File: config.mk
export PLATFORM = sky130hd
export DESIGN_NAME = dll_phase_ctrl
export DESIGN_NICKNAME = d
export VERILOG_FILES = /design/src/rtl/dll_dec_pkg.sv /design/src/rtl/dll_pace_div.sv /design/src/rtl/dll_phase_classify.sv /design/src/rtl/dll_run_filter.sv /design/src/rtl/dll_phase_ctrl.sv
export SDC_FILE = /design/constraint.sdc
export NUM_CORES = 1
export LEC_CHECK = 0
export BUFFER_PORTS_ARGS = -buffer_cell sky130_fd_sc_hd__buf_2
export CAP_MARGIN = 10
export CELL_PAD_IN_SITES_DETAIL_PLACEMENT = 1
export CELL_PAD_IN_SITES_GLOBAL_PLACEMENT = 2
export CORE_MARGIN = 2
export CORE_UTILIZATION = 34
export DETAILED_ROUTE_END_ITERATION = 10
export GPL_TIMING_DRIVEN = 0
export PLACE_DENSITY_LB_ADDON = 0.1
export SETUP_SLACK_MARGIN = 0.1
export SYNTH_ARGS = -nofsm -noshare
export SYNTH_HDL_FRONTEND = slang
export SYNTH_SLANG_ARGS = --single-unit
File: constraint.sdc
create_clock -name clk -period 3.4 [get_ports clk]
set_input_delay 0.34 -clock clk [delete_from_list [all_inputs] [get_ports clk]]
set_output_delay 0.34 -clock clk [all_outputs]
set_load 0.03 [all_outputs]
File: src/rtl/dll_dec_pkg.sv
package dll_dec_pkg;
  typedef enum logic [1:0] {
    DEC_NONE = 2'd0,
    DEC_LOCK = 2'd1,
    DEC_MORE = 2'd2,
    DEC_LESS = 2'd3
  } dec_e;
endpackage

File: src/rtl/dll_pace_div.sv
module dll_pace_div #(
  parameter int PACE = 2
) (
  input  logic clk,
  input  logic rst,
  output logic eval_o
);
  localparam int W = (PACE > 1) ? $clog2(PACE) : 1;
  localparam logic [W-1:0] LAST = W'(PACE - 1);

  logic [W-1:0] phase_q;

  assign eval_o = (phase_q == LAST);

  always_ff @(posedge clk) begin
    if (rst)         phase_q <= '0;
    else if (eval_o) phase_q <= '0;
    else             phase_q <= phase_q + 1'b1;
  end

  generate
    if (PACE >= 2) begin : g_space_chk

      eval_spacing_chk: assert property (@(posedge clk) disable iff (rst)
        eval_o |=> !eval_o);
    end
  endgenerate
endmodule

File: src/rtl/dll_phase_classify.sv
module dll_phase_classify
  import dll_dec_pkg::*;
(
  input  logic lead_i,
  input  logic lead_dly_i,
  output dec_e dec_o
);
  always_comb begin
    unique case ({lead_i, lead_dly_i})
      2'b11:   dec_o = DEC_MORE;
      2'b00:   dec_o = DEC_LESS;
      2'b10:   dec_o = DEC_LOCK;
      default: dec_o = DEC_NONE;
    endcase
  end
endmodule

File: src/rtl/dll_run_filter.sv
module dll_run_filter
  import dll_dec_pkg::*;
#(
  parameter int RUN_LEN = 4
) (
  input  logic clk,
  input  logic rst,
  input  logic eval_i,
  input  dec_e dec_i,
  input  logic filt_en_i,
  output logic more_o,
  output logic less_o
);
  localparam int CW = $clog2(RUN_LEN + 1);
  localparam logic [CW-1:0] FIRE_AT = CW'(RUN_LEN - 1);

  logic [CW-1:0] run_q;
  dec_e          last_q;
  logic          directional;
  logic          same_run;
  logic          fire;

  assign directional = (dec_i == DEC_MORE) || (dec_i == DEC_LESS);
  assign same_run    = (run_q != '0) && (dec_i == last_q);
  assign fire        = eval_i && directional &&
                       (!filt_en_i || (same_run && run_q == FIRE_AT));
  assign more_o      = fire && (dec_i == DEC_MORE);
  assign less_o      = fire && (dec_i == DEC_LESS);

  always_ff @(posedge clk) begin
    if (rst) begin
      run_q  <= '0;
      last_q <= DEC_NONE;
    end else if (eval_i) begin
      if (!directional || !filt_en_i || fire) begin
        run_q <= '0;
      end else if (same_run) begin
        run_q <= run_q + 1'b1;
      end else begin
        run_q  <= CW'(1);
        last_q <= dec_i;
      end
    end
  end


  run_bound_chk: assert property (@(posedge clk) disable iff (rst)
    run_q < CW'(RUN_LEN));


  run_hold_chk: assert property (@(posedge clk) disable iff (rst)
    !eval_i |=> $stable(run_q));
endmodule

File: src/rtl/dll_phase_ctrl.sv
module dll_phase_ctrl
  import dll_dec_pkg::*;
#(
  parameter int PACE    = 2,
  parameter int RUN_LEN = 4
) (
  input  logic clk,
  input  logic rst,
  input  logic fb_lead_i,
  input  logic fb_lead_dly_i,
  input  logic filter_en_i,
  output logic add_dly_o,
  output logic cut_dly_o,
  output logic locked_o,
  output logic chain_step_o
);
  logic eval;
  dec_e dec;
  logic fire_more;
  logic fire_less;

  dll_pace_div #(.PACE(PACE)) u_pace (
    .clk    (clk),
    .rst    (rst),
    .eval_o (eval)
  );

  dll_phase_classify u_cls (
    .lead_i     (fb_lead_i),
    .lead_dly_i (fb_lead_dly_i),
    .dec_o      (dec)
  );

  dll_run_filter #(.RUN_LEN(RUN_LEN)) u_filt (
    .clk       (clk),
    .rst       (rst),
    .eval_i    (eval),
    .dec_i     (dec),
    .filt_en_i (filter_en_i),
    .more_o    (fire_more),
    .less_o    (fire_less)
  );

  always_ff @(posedge clk) begin
    if (rst) begin
      add_dly_o    <= 1'b0;
      cut_dly_o    <= 1'b0;
      locked_o     <= 1'b0;
      chain_step_o <= 1'b0;
    end else begin
      add_dly_o    <= fire_more;
      cut_dly_o    <= fire_less;
      chain_step_o <= fire_more | fire_less;
      if (eval) locked_o <= (dec == DEC_LOCK);
    end
  end


  cmd_excl_chk: assert property (@(posedge clk) disable iff (rst)
    !(add_dly_o && cut_dly_o));


  add_pulse_chk: assert property (@(posedge clk) disable iff (rst)
    add_dly_o |=> !add_dly_o);


  cut_pulse_chk: assert property (@(posedge clk) disable iff (rst)
    cut_dly_o |=> !cut_dly_o);


  lock_quiet_chk: assert property (@(posedge clk) disable iff (rst)
    locked_o |-> !(add_dly_o || cut_dly_o));


  lock_hold_chk: assert property (@(posedge clk) disable iff (rst)
    !eval |=> $stable(locked_o));
endmodule

# After elaboration in Yosys (flattened, before gate mapping)

Index checks and enable logic that the tools add are counted.

Bits in latches: 0
Output and inout port bits: 4
Memory bits (read-only): 0
Logic and storage cells: 38
Memory bits (writable): 0
Memories kept: 0
Register bits after elaboration: 10
Input port bits: 5

Add/sub/neg operators: 2
Equality and inequality tests: 7
Multiply operators: 0
Shift-type cells: 0
Multiplexer cells: 3
Bitwise operators: 3
Magnitude comparators: 0
Div/mod/pow operators: 0
Reductions and logical operators: 16

Operator list:

| cell                                                 | count |
|---|---|
| equality test 2 bit (second input constant)          | 4 |
| logical AND 1 bit                                    | 6 |
| 2-to-1 mux 3 bit                                     | 2 |
| case mux 2 bit (3 select lines)                      | 1 |
| logical OR 1 bit                                     | 4 |
| adder 3 x 1 -> 3 bit (second input constant)         | 1 |
| equality test 3 x 2 -> 1 bit (second input constant) | 1 |
| AND reduction 3 bit                                  | 1 |
| nonzero test 3 bit                                   | 1 |
| equality test 2 x 1 -> 1 bit (second input constant) | 1 |
| equality test 2 bit                                  | 1 |
| logical NOT 1 bit                                    | 2 |
| logical NOT 2 bit                                    | 1 |
| inverter 1 bit                                       | 2 |
| OR reduction 2 bit                                   | 1 |
| adder 1 bit (second input constant)                  | 1 |
| OR 1 bit                                             | 1 |

# Depth between registers and ports, before layout

Gate-level depths: netlist (run 1).

Depth after elaboration: 10
Gate-level depth with buffers: 6
Gate-level depth less buffers: 6

# Modules after synthesis

From an unflattened synthesis (run 1), not the netlist that was laid out.

Cell total of the unflattened synthesis: 54
Area total of the unflattened synthesis: 510.5 µm²

Modules (own cells, without submodules):

| module             | sequential area each (µm²) | times used | cells each | area an instance (µm²) |
|---|---|---|---|---|
| dll_run_filter     | 100.1                      | 1          | 34         | 305.3 |
| dll_phase_ctrl     | 80.1                       | 1          | 11         | 122.6 |
| dll_phase_classify | 0.0                        | 1          | 7          | 58.8 |
| dll_pace_div       | 20.0                       | 1          | 2          | 23.8 |

# Least setup slack after synthesis (run 1)

No wires, ideal clock.

Path kind: input -> register
Start point: input fb_lead_i
End point: register add_dly_o
Library setup time: 59 ps
Path buffers: 0
Data required time: 3,341 ps
Stages on the path: 6
Slack: 1,841 ps
Data arrival time: 1,499 ps
Path through: inv_1 > ha_1 > xnor2_1 > a221o_1 > a211oi_2 > and2_1

Word-level cells in the longest chain between the ends: 8
Elaborated cells on any way between the ends: 14
Those cells by class: eq/ne: 5; mux: 1; reduce/logical: 8

Ends and longest elaborated chain:

| element                                                  | RTL line                | RTL |
|---|---|---|
| from (decl)                                              | dll_phase_ctrl.sv:9     | `input logic fb_lead_i,` |
| equality test 2 bit or logical NOT 2 bit (tied branches) | dll_phase_classify.sv:9 | `unique case ({lead_i, lead_dly_i})` |
| case mux 2 bit (3 select lines) (*)                      | dll_phase_classify.sv:9 |  |
| equality test 2 bit                                      | dll_run_filter.sv:24    | `assign same_run = (run_q != '0) && (dec_i == last_q);` |
| logical AND 1 bit                                        | dll_run_filter.sv:24    |  |
| logical AND 1 bit                                        | dll_run_filter.sv:26    | `(!filt_en_i \|\| (same_run && run_q == FIRE_AT));` |
| logical OR 1 bit                                         | dll_run_filter.sv:26    |  |
| logical AND 1 bit                                        | dll_run_filter.sv:25    | `assign fire = eval_i && directional &&` |
| logical AND 1 bit (*)                                    | dll_run_filter.sv:27    | `assign more_o = fire && (dec_i == DEC_MORE);` |
| to (signal assigned)                                     | dll_phase_ctrl.sv:51    | `add_dly_o <= fire_more;` |
| to (decl)                                                | dll_phase_ctrl.sv:12    | `output logic add_dly_o,` |

Every way passes the cells marked *; elsewhere a longest branch is shown, timed or not.
A chain may end at the register's enable or synchronous reset.

# Final worst setup path (run 1)

Start point: input fb_lead_i
End point: register u_filt.run_q[1]

Word-level cells in the longest chain between the ends: 9
Elaborated cells on any way between the ends: 18
Those cells by class: eq/ne: 5; mux: 3; reduce/logical: 10

Ends and longest elaborated chain:

| element                                                  | RTL line                | RTL |
|---|---|---|
| equality test 2 bit or logical NOT 2 bit (tied branches) | dll_phase_classify.sv:9 |  |
| case mux 2 bit (3 select lines) (*)                      | dll_phase_classify.sv:9 |  |
| equality test 2 bit                                      | dll_run_filter.sv:24    |  |
| logical AND 1 bit                                        | dll_run_filter.sv:24    |  |
| logical AND 1 bit                                        | dll_run_filter.sv:26    |  |
| logical OR 1 bit                                         | dll_run_filter.sv:26    |  |
| logical AND 1 bit                                        | dll_run_filter.sv:25    |  |
| logical OR 1 bit                                         | dll_run_filter.sv:35    | `if (!directional \|\| !filt_en_i \|\| fire) begin` |
| 2-to-1 mux 3 bit (*)                                     | dll_run_filter.sv:35    |  |
| to (signal assigned)                                     | dll_run_filter.sv:38    | `run_q <= run_q + 1'b1;` |
| to (decl)                                                | dll_run_filter.sv:17    | `logic [CW-1:0] run_q;` |

Marked as above.

==> key figures, run 1 <==
Status
  • Outcome: completed

Routing
  • DRC: 0
  • Vias: 399
  • Post-DR wirelength/cell: 12.2 um
  • Vias/cell: 4.93
  • Starting DRT DRC Count: 1
  • DRT antenna net count: 0
  • TritonRoute pass-1 iters: 2
  • WL final: 987 um

Yosys
  • Synthesized net count: 65
  • Async set-reset flop share out of synthesis: 0%
  • Mapped Area: 523 sq um
  • Cell variety after synth: 20
  • Register area share after synthesis: 38.3%
  • Mean post-synth cell area: 9.87 sq um
  • Cells after Synth: 53
  • Warnings, synthesis: 0
  • Post-synth EDFFs: 0
  • Post-synth top flop: dfxtp_1
  • Synth Register Bits: 10

Clocking
  • Post-CTS Resized: 0
  • Setup Fix Bufs, Post-CTS: 0
  • Worst-Skew Late Latency: 0.26 ns
  • Max clock buf depth: 2
  • Hold_buf cts: 0
  • Num CTS Buffers: 3
  • CTS tree: yes
  • Clk pin slew, worst setup/hold paths: 0.07 ns
  • Root Driver: clkbuf_4
  • Clock sinks: 10
  • CTS HTree Levels: 1

STA
  • RSZ-0062 raised after global routing: false
  • Slew @ Worst Pin: 0.306 ns
  • # setup viols final: 0
  • Final Hold Viols: 0
  • FMAX: 644 MHz
  • Final cycle utilization of the critical path: 45.6%
  • Rel. slew slack: 79.3%
  • Final worst clock skew: 0.00459 ns
  • Clock period minus worst slack: 1.55 ns
  • Setup_tns: 0 ns
  • Fin. max-slew vios: 0

Placed design
  • Hpwl dp: 817 um
  • DP Area: 583 sq um
  • Port bufs: 8
  • Final GP Congestion: 0.664
  • Placed cells: 77

Critical path
  • Worst endpoint data arrival time: 1.76 ns
  • Reg2reg setup slack: 1.86 ns
  • Critical Path End: u_filt.run_q[1]
  • Crit start category: input pin
  • Worst setup path startpoint: fb_lead_i
  • RR Startpoint: u_filt.run_q[0]
  • Crit Path Max Fanout: 4
  • Critical path type: input pin to flip-flop
  • R2R cell count: 5
  • CP required: 3.61 ns
  • Worst reg2reg endpoint: u_filt.run_q[1]
  • Critical Path End Type: flip-flop

Floorplanning
  • Chip height: 43.2 um
  • Die W: 43.2 um
  • Core ar.: 1470 sq um
  • Initial Utilization: 35.5%
  • # IOs: 9
  • Die area: 1870 sq um
  • Row count: 14

Global route
  • Total GRT Usage: 12.6%
  • Largest net degree at the start of global routing: 8
  • First-pass GRT wire length: 1.77 mm
  • GRT overflow: 0
  • Number of global-route vias before repair: 421
  • Initial antenna violation count: 0

Hold path
  • Hold crit path type: input pin to flip-flop

Finish
  • Area grow syn2layout: 18.4%
  • Post-route design area: 619 sq um
  • Fill count: 183
  • Final cell count without fillers: 81
  • Share of post-route cells with drive strength above 1: 23.1%
  • Final net count: 78
  • Ant diodes: 0

Pwr
  • Worst VDD drop: 0.000188 V
  • Cell Pwr Density: 420 nW/um^2
  • Switching power: 61.7 uW
  • Switching share of power: 23.7%
  • Seq pwr share: 47.7%
  • Logic gate share of total power: 11.8%
  • Internal power: 199 uW
  • P_leak: 0.000277 uW
  • Clock share of power: 40.5%

Flow run
  • Max Cap Violations: 0
==> worst max-delay path: stages <==
cell	delay [ns]
buf_2	0.10
inv_1	0.05
ha_1	0.34
xnor2_1	0.15
a221o_1	0.31
a211oi_2	0.26
a32o_1	0.21
==> worst min-delay path by stage <==
stage,startpoint,to,slack [ns],cells after the start
after global routing,rst,locked_o,0.36,2
after floorplan,rst,u_filt.last_q[1],0.41,1
final,rst,u_filt.last_q[1],0.33,2
after CTS,rst,u_filt.last_q[1],0.32,2
after detailed placement,u_filt.last_q[1],u_filt.last_q[1],0.46,2
after global placement,u_filt.last_q[1],u_filt.last_q[1],0.45,2
==> stage by stage <==
stage	utilization (%)	hold slack, ns	setup slack (ns)	total power, uW
after floorplan	-	0.409	1.84	147
after global placement	39.6	0.453	1.56	158
after detailed placement	39.6	0.461	1.56	158
after CTS	42.1	0.324	1.84	265
after global routing	42.1	0.358	1.72	273
final	42.1	0.326	1.85	260
==> flip-flops by register name, indices dropped and copies added (netlist names) <==
register	count
add_dly_o	1
chain_step_o	1
cut_dly_o	1
locked_o	1
u_filt.last_q	2
u_filt.run_q	3
u_pace.eval_o	1
==> layer usage <==
metal	global-route usage, %	vias up	wire (um)	share of wire, %
met5	0	-	0	0
li1	-	208	-	-
met4	3.64	0	5	0.51
met1	17.3	181	518	52
met2	19.7	8	413	42
met3	2.55	2	50	5.1
==> kinds of logic (layout without fill, tap and decap cells) <==
group | after synthesis | after routing | synth area share, %
AO/OA/AOI/OAI | 10 | 10 | 16.7
XOR/XNOR | 1 | 1 | 1.67
adder cells (fa/ha/maj) | 7 | 7 | 16.7
buffers and inverters | 7 | 19 | 5.02
flip-flops | 10 | 10 | 38.3
multiplexers | 2 | 2 | 3.83
AND/OR/NAND/NOR | 16 | 16 | 17.7
==> cell type report <==
type                            count  area [sq um]  area share, %
Inverter                            7          26.3           4.24
Clock buffer                        4          36.3           5.86
Sequential cell                    10           200           32.3
Tap cell                           16          20.0           3.23
Timing Repair Buffer                8          40.0           6.46
Multi-Input combinational cell     36           297           47.9
==> Yosys cell counts (all sizes together) (2+ instances only) <==
cell type | instances | area share (%)
dfxtp | 10 | 38
ha | 7 | 17
inv | 7 | 5.0
nor2 | 5 | 3.6
nor3 | 3 | 2.9
a211oi | 2 | 4.8
a21oi | 2 | 1.9
a32o | 2 | 3.8
and2 | 2 | 2.4
mux2i | 2 | 3.8
nand2b | 2 | 2.4
==> placed cells by master (no fill, tap or decap), drive strengths merged <==
cell	n
a211oi	2
a21oi	2
a221o	1
a32o	2
and2	2
buf	8
clkbuf	4
dfxtp	10
ha	7
inv	7
mux2i	2
nand2b	2
nand3b	1
nand4bb	1
nor2	5
nor3	3
o21a	1
o22ai	1
o311ai	1
or2	1
or3b	1
xnor2	1
==> power groups by stage <==
stage	registers, uW	logic [uW]	clock network (uW)
global route	125	35.4	113
CTS	124	31.4	110
global placement	127	31.1	0
floorplan	127	19.9	0
finish	124	30.7	105
detailed placement	127	31.3	0
Note: power is estimated with default switching activity, not from simulation.
==> run 2, diff against run 1 <==
ABC_AREA = 1   (was not set)
CORE_UTILIZATION = 28   (was 34)
clock period = 1.3 ns   (was 3.4 ns; I/O delays follow)
==> key figures, run 2 <==
Placed design
  • Final GP Congestion: 0.679 (was 0.664)
  • Port bufs: 8 (unchanged)
  • Hpwl dp: 968 um (was 817 um)
  • DP Area: 703 sq um (was 583 sq um)

Hold path
  • Worst Hold Path EP: u_filt.last_q[1] (unchanged)
  • Hold crit path type: input pin to flip-flop (unchanged)
  • HP Start: rst (unchanged)
  • Hold path depth: 2 (unchanged)

Pwr
  • P_leak: 0.000358 uW (was 0.000277 uW)
  • Worst VDD drop: 0.000467 V (was 0.000188 V)
  • Cell Pwr Density: 917 nW/um^2 (was 420 nW/um^2)

Critical path
  • Critical Path End Type: flip-flop (unchanged)
  • Most used cell, CP: inv_2
  • CP max-delay cell: dfxtp_2 (was ha_1)
  • CP cell instances: inv_2 > ha_4 > inv_2 > nor2_4 > nor2_4 > nand3_1 > nand2_1 > inv_2 > nand4_1 > nand2_1 > nor2_2 (was buf_2 > inv_1 > ha_1 > xnor2_1 > a221o_1 > a211oi_2 > a32o_1)
  • Max incr delay on CP: 0.33 ns (was 0.34 ns)
  • CP bufs+invs: 3 (was 2)
  • Crit Path Max Fanout: 3 (was 4)
  • RR Startpoint: u_filt.run_q[1] (was u_filt.run_q[0])
  • Worst setup path startpoint: u_filt.run_q[1] (was fb_lead_i)
  • Critical path type: flip-flop to flip-flop (was input pin to flip-flop)
  • CP required: 1.47 ns (was 3.61 ns)
  • R2R cell count: 11 (was 5)
  • Crit start category: flip-flop (was input pin)
  • Reg2reg setup slack: -0.02 ns (was 1.86 ns)
  • Worst endpoint data arrival time: 1.49 ns (was 1.76 ns)
  • CP delay by family, top: simple AND/OR/NAND/NOR gates (was compound AO/OA/AOI/OAI gates)
  • Worst reg2reg endpoint: u_filt.last_q[0] (was u_filt.run_q[1])

Routing
  • WL final: 1.21 mm (was 987 um)
  • Vias: 488 (was 399)
  • DRT antenna net count: 0 (unchanged)
  • Vias/cell: 4.28 (was 4.93)
  • DRC: 0 (unchanged)
  • Post-DR wirelength/cell: 10.6 um (was 12.2 um)
  • Starting DRT DRC Count: 5 (was 1)
  • TritonRoute pass-1 iters: 2 (unchanged)

STA
  • Final cycle utilization of the critical path: 102%
  • Rel. slew slack: 71.8% (was 79.3%)
  • # setup viols final: 1 (was 0)
  • Fin. max-slew vios: 0 (unchanged)
  • FMAX: 756 MHz
  • Final Hold Viols: 0 (unchanged)
  • Final worst clock skew: 0.00120 ns (was 0.00459 ns)
  • Slew @ Worst Pin: 0.421 ns (was 0.306 ns)
  • RSZ-0062 raised after global routing: true (was false)
  • Clock period minus worst slack: 1.32 ns
  • PnR worst setup slack: -0.0229 ns (was 1.85 ns)

Status
  • Failing checks: setup timing
  • Outcome: finished with violations (was completed)

Finish
  • Area grow syn2layout: 35.3% (was 18.4%)
  • Final net count: 100 (was 78)
  • Regs by FF count: u_filt.run_q (3), u_filt.last_q (2) (unchanged)
  • Max reg flops: 3 (unchanged)
  • Post-layout util: 40.4% (was 42.1%)
  • Post-route design area: 801 sq um (was 619 sq um)
  • Biggest register: u_filt.run_q (unchanged)
  • Ant diodes: 0 (unchanged)
  • Most frequent cells in the layout: 10 x inv_1, 8 x inv_2, 8 x dfxtp_1, 8 x buf_2 (was 10 x dfxtp_1, 8 x buf_2, 7 x inv_1, 7 x ha_1, 5 x nor2_1)
  • Share of post-route cells with drive strength above 1: 55.2% (was 23.1%)
  • Commonest non-fill, non-tap cell in the layout: inv_1 (was dfxtp_1)

Yosys
  • Post-synth top area cell: dfxtp_1 (unchanged)
  • Async set-reset flop share out of synthesis: 0% (unchanged)
  • Synthesized net count: 83 (was 65)
  • Register area share after synthesis: 33.8% (was 38.3%)
  • Mean post-synth cell area: 8.34 sq um (was 9.87 sq um)
  • Post-synth top flop: dfxtp_1 (unchanged)
  • Synth area leaders: dfxtp_1 34%, ha_1 15%, inv_1 10% (was dfxtp_1 38%, ha_1 17%, inv_1 5.0%)
  • Cells after Synth: 71 (was 53)
  • Cell variety after synth: 22 (was 20)
  • Post-synth EDFFs: 0 (unchanged)
  • Synth Register Bits: 10 (unchanged)
  • Most common cell in the netlist: inv_1 (was dfxtp_1)
  • Warnings, synthesis: 0 (unchanged)
  • Synth top area share: 33.8% (was 38.3%)
  • Mapped Area: 592 sq um (was 523 sq um)
  • Synth top cells by count: 16 x inv_1, 10 x dfxtp_1, 7 x ha_1 (was 10 x dfxtp_1, 7 x ha_1, 7 x inv_1)

Clocking
  • CTS tree: yes (unchanged)
  • Max clock buf depth: 2 (unchanged)
  • Clock sinks: 10 (unchanged)
  • Root Driver: clkbuf_4 (unchanged)
  • Worst-Skew Late Latency: 0.27 ns (was 0.26 ns)
  • Num CTS Buffers: 3 (unchanged)
  • Hold_buf cts: 0 (unchanged)
  • CTS HTree Levels: 1 (unchanged)
  • Clk pin slew, worst setup/hold paths: 0.07 ns (about the same)

Floorplanning
  • Die area: 2500 sq um (was 1870 sq um)
  • Chip height: 50.0 um (was 43.2 um)
  • Core ar.: 1980 sq um (was 1470 sq um)
  • Row count: 16 (was 14)
  • # IOs: 9 (unchanged)
  • Initial Utilization: 29.9% (was 35.5%)
  • Die W: 50.0 um (was 43.2 um)

Global route
  • Initial antenna violation count: 0 (unchanged)
  • Number of global-route vias before repair: 501 (was 421)
  • First-pass GRT wire length: 2.26 mm (was 1.77 mm)
  • Total GRT Usage: 12.6% (about the same)
  • Largest net degree at the start of global routing: 8 (unchanged)
  • GRT overflow: 0 (unchanged)

Flow run
  • Max Cap Violations: 0 (unchanged)
==> run 2: repair_timing <==
action                                  CTS  global route
endpoints found under the setup margin    8             8
buffers inserted                          3             1
gates resized for setup                   1             4
hold endpoints to repair                  0             0
pin swaps                                 3             1
==> run 2: stage by stage <==
stage                     cells  TNS, ns  hold WS [ns]  setup slack [ns]  total power (uW)
after global placement      106   -0.911         0.421            -0.177               447
after global routing        114   -0.713         0.117            -0.161               795
after CTS                   113  -0.0349         0.121           -0.0224               747
after detailed placement    106    -1.05         0.423            -0.195               448
final                       114  -0.0229         0.130           -0.0229               734
after floorplan              71        0         0.199            0.0800               416
==> run 2: worst max path at each step <==
stage | cells past startpoint | end | slack (ns)
after floorplan | 12 | u_filt.last_q[0] | 0.08
after global placement | 14 | u_filt.last_q[0] | -0.18
after detailed placement | 14 | u_filt.last_q[0] | -0.20
after CTS | 11 | u_filt.last_q[0] | -0.02
after global routing | 11 | u_filt.last_q[0] | -0.16
final | 11 | u_filt.last_q[0] | -0.02
==> run 2: cell type report <==
type                            count  area [sq um]
Multi-Input combinational cell     42           384
Fill cell                         253          1180
Timing Repair Buffer               12          70.1
Tap cell                           27          33.8
Inverter                           19          73.8
Sequential cell                    10           203
Clock buffer                        4          36.3
==> run 2: metal layers <==
metal / global-route usage [%] / wire, um / vias up / share of wire [%]
li1: - / - / 254 / -
met1: 14.5 / 538 / 226 / 45
met2: 20.0 / 599 / 6 / 50
met3: 5.45 / 51 / 2 / 4.2
met4: 5.56 / 15 / 0 / 1.2
met5: 0 / 0 / - / 0
==> run 2: where the power goes <==
| part | total (uW) | switching, uW | internal (uW) |
|---|---|---|---|
| Sequential | 321 | 4.92 | 316 |
| Clock | 283 | 113 | 170 |
| Combinational | 131 | 82.6 | 48.1 |
| Total | 734 | 200 | 534 |
==> run 2: logic make-up (layout without fill, tap and decap cells) <==
group	count (synthesis)	after routing	synth area share [%]
buf+inv	19	35	12.1
compound gates	7	7	9.09
fa+ha+maj	7	7	14.8
simple gates	28	28	30.2
flops	10	10	33.8
==> run 2: worst register-to-register path, cell delays in order (launching register included) <==
cell,delay [ns]
dfxtp_2,0.33
inv_2,0.07
ha_4,0.13
inv_2,0.04
nor2_4,0.11
nor2_4,0.05
nand3_1,0.10
nand2_1,0.08
inv_2,0.08
nand4_1,0.11
nand2_1,0.10
nor2_2,0.04
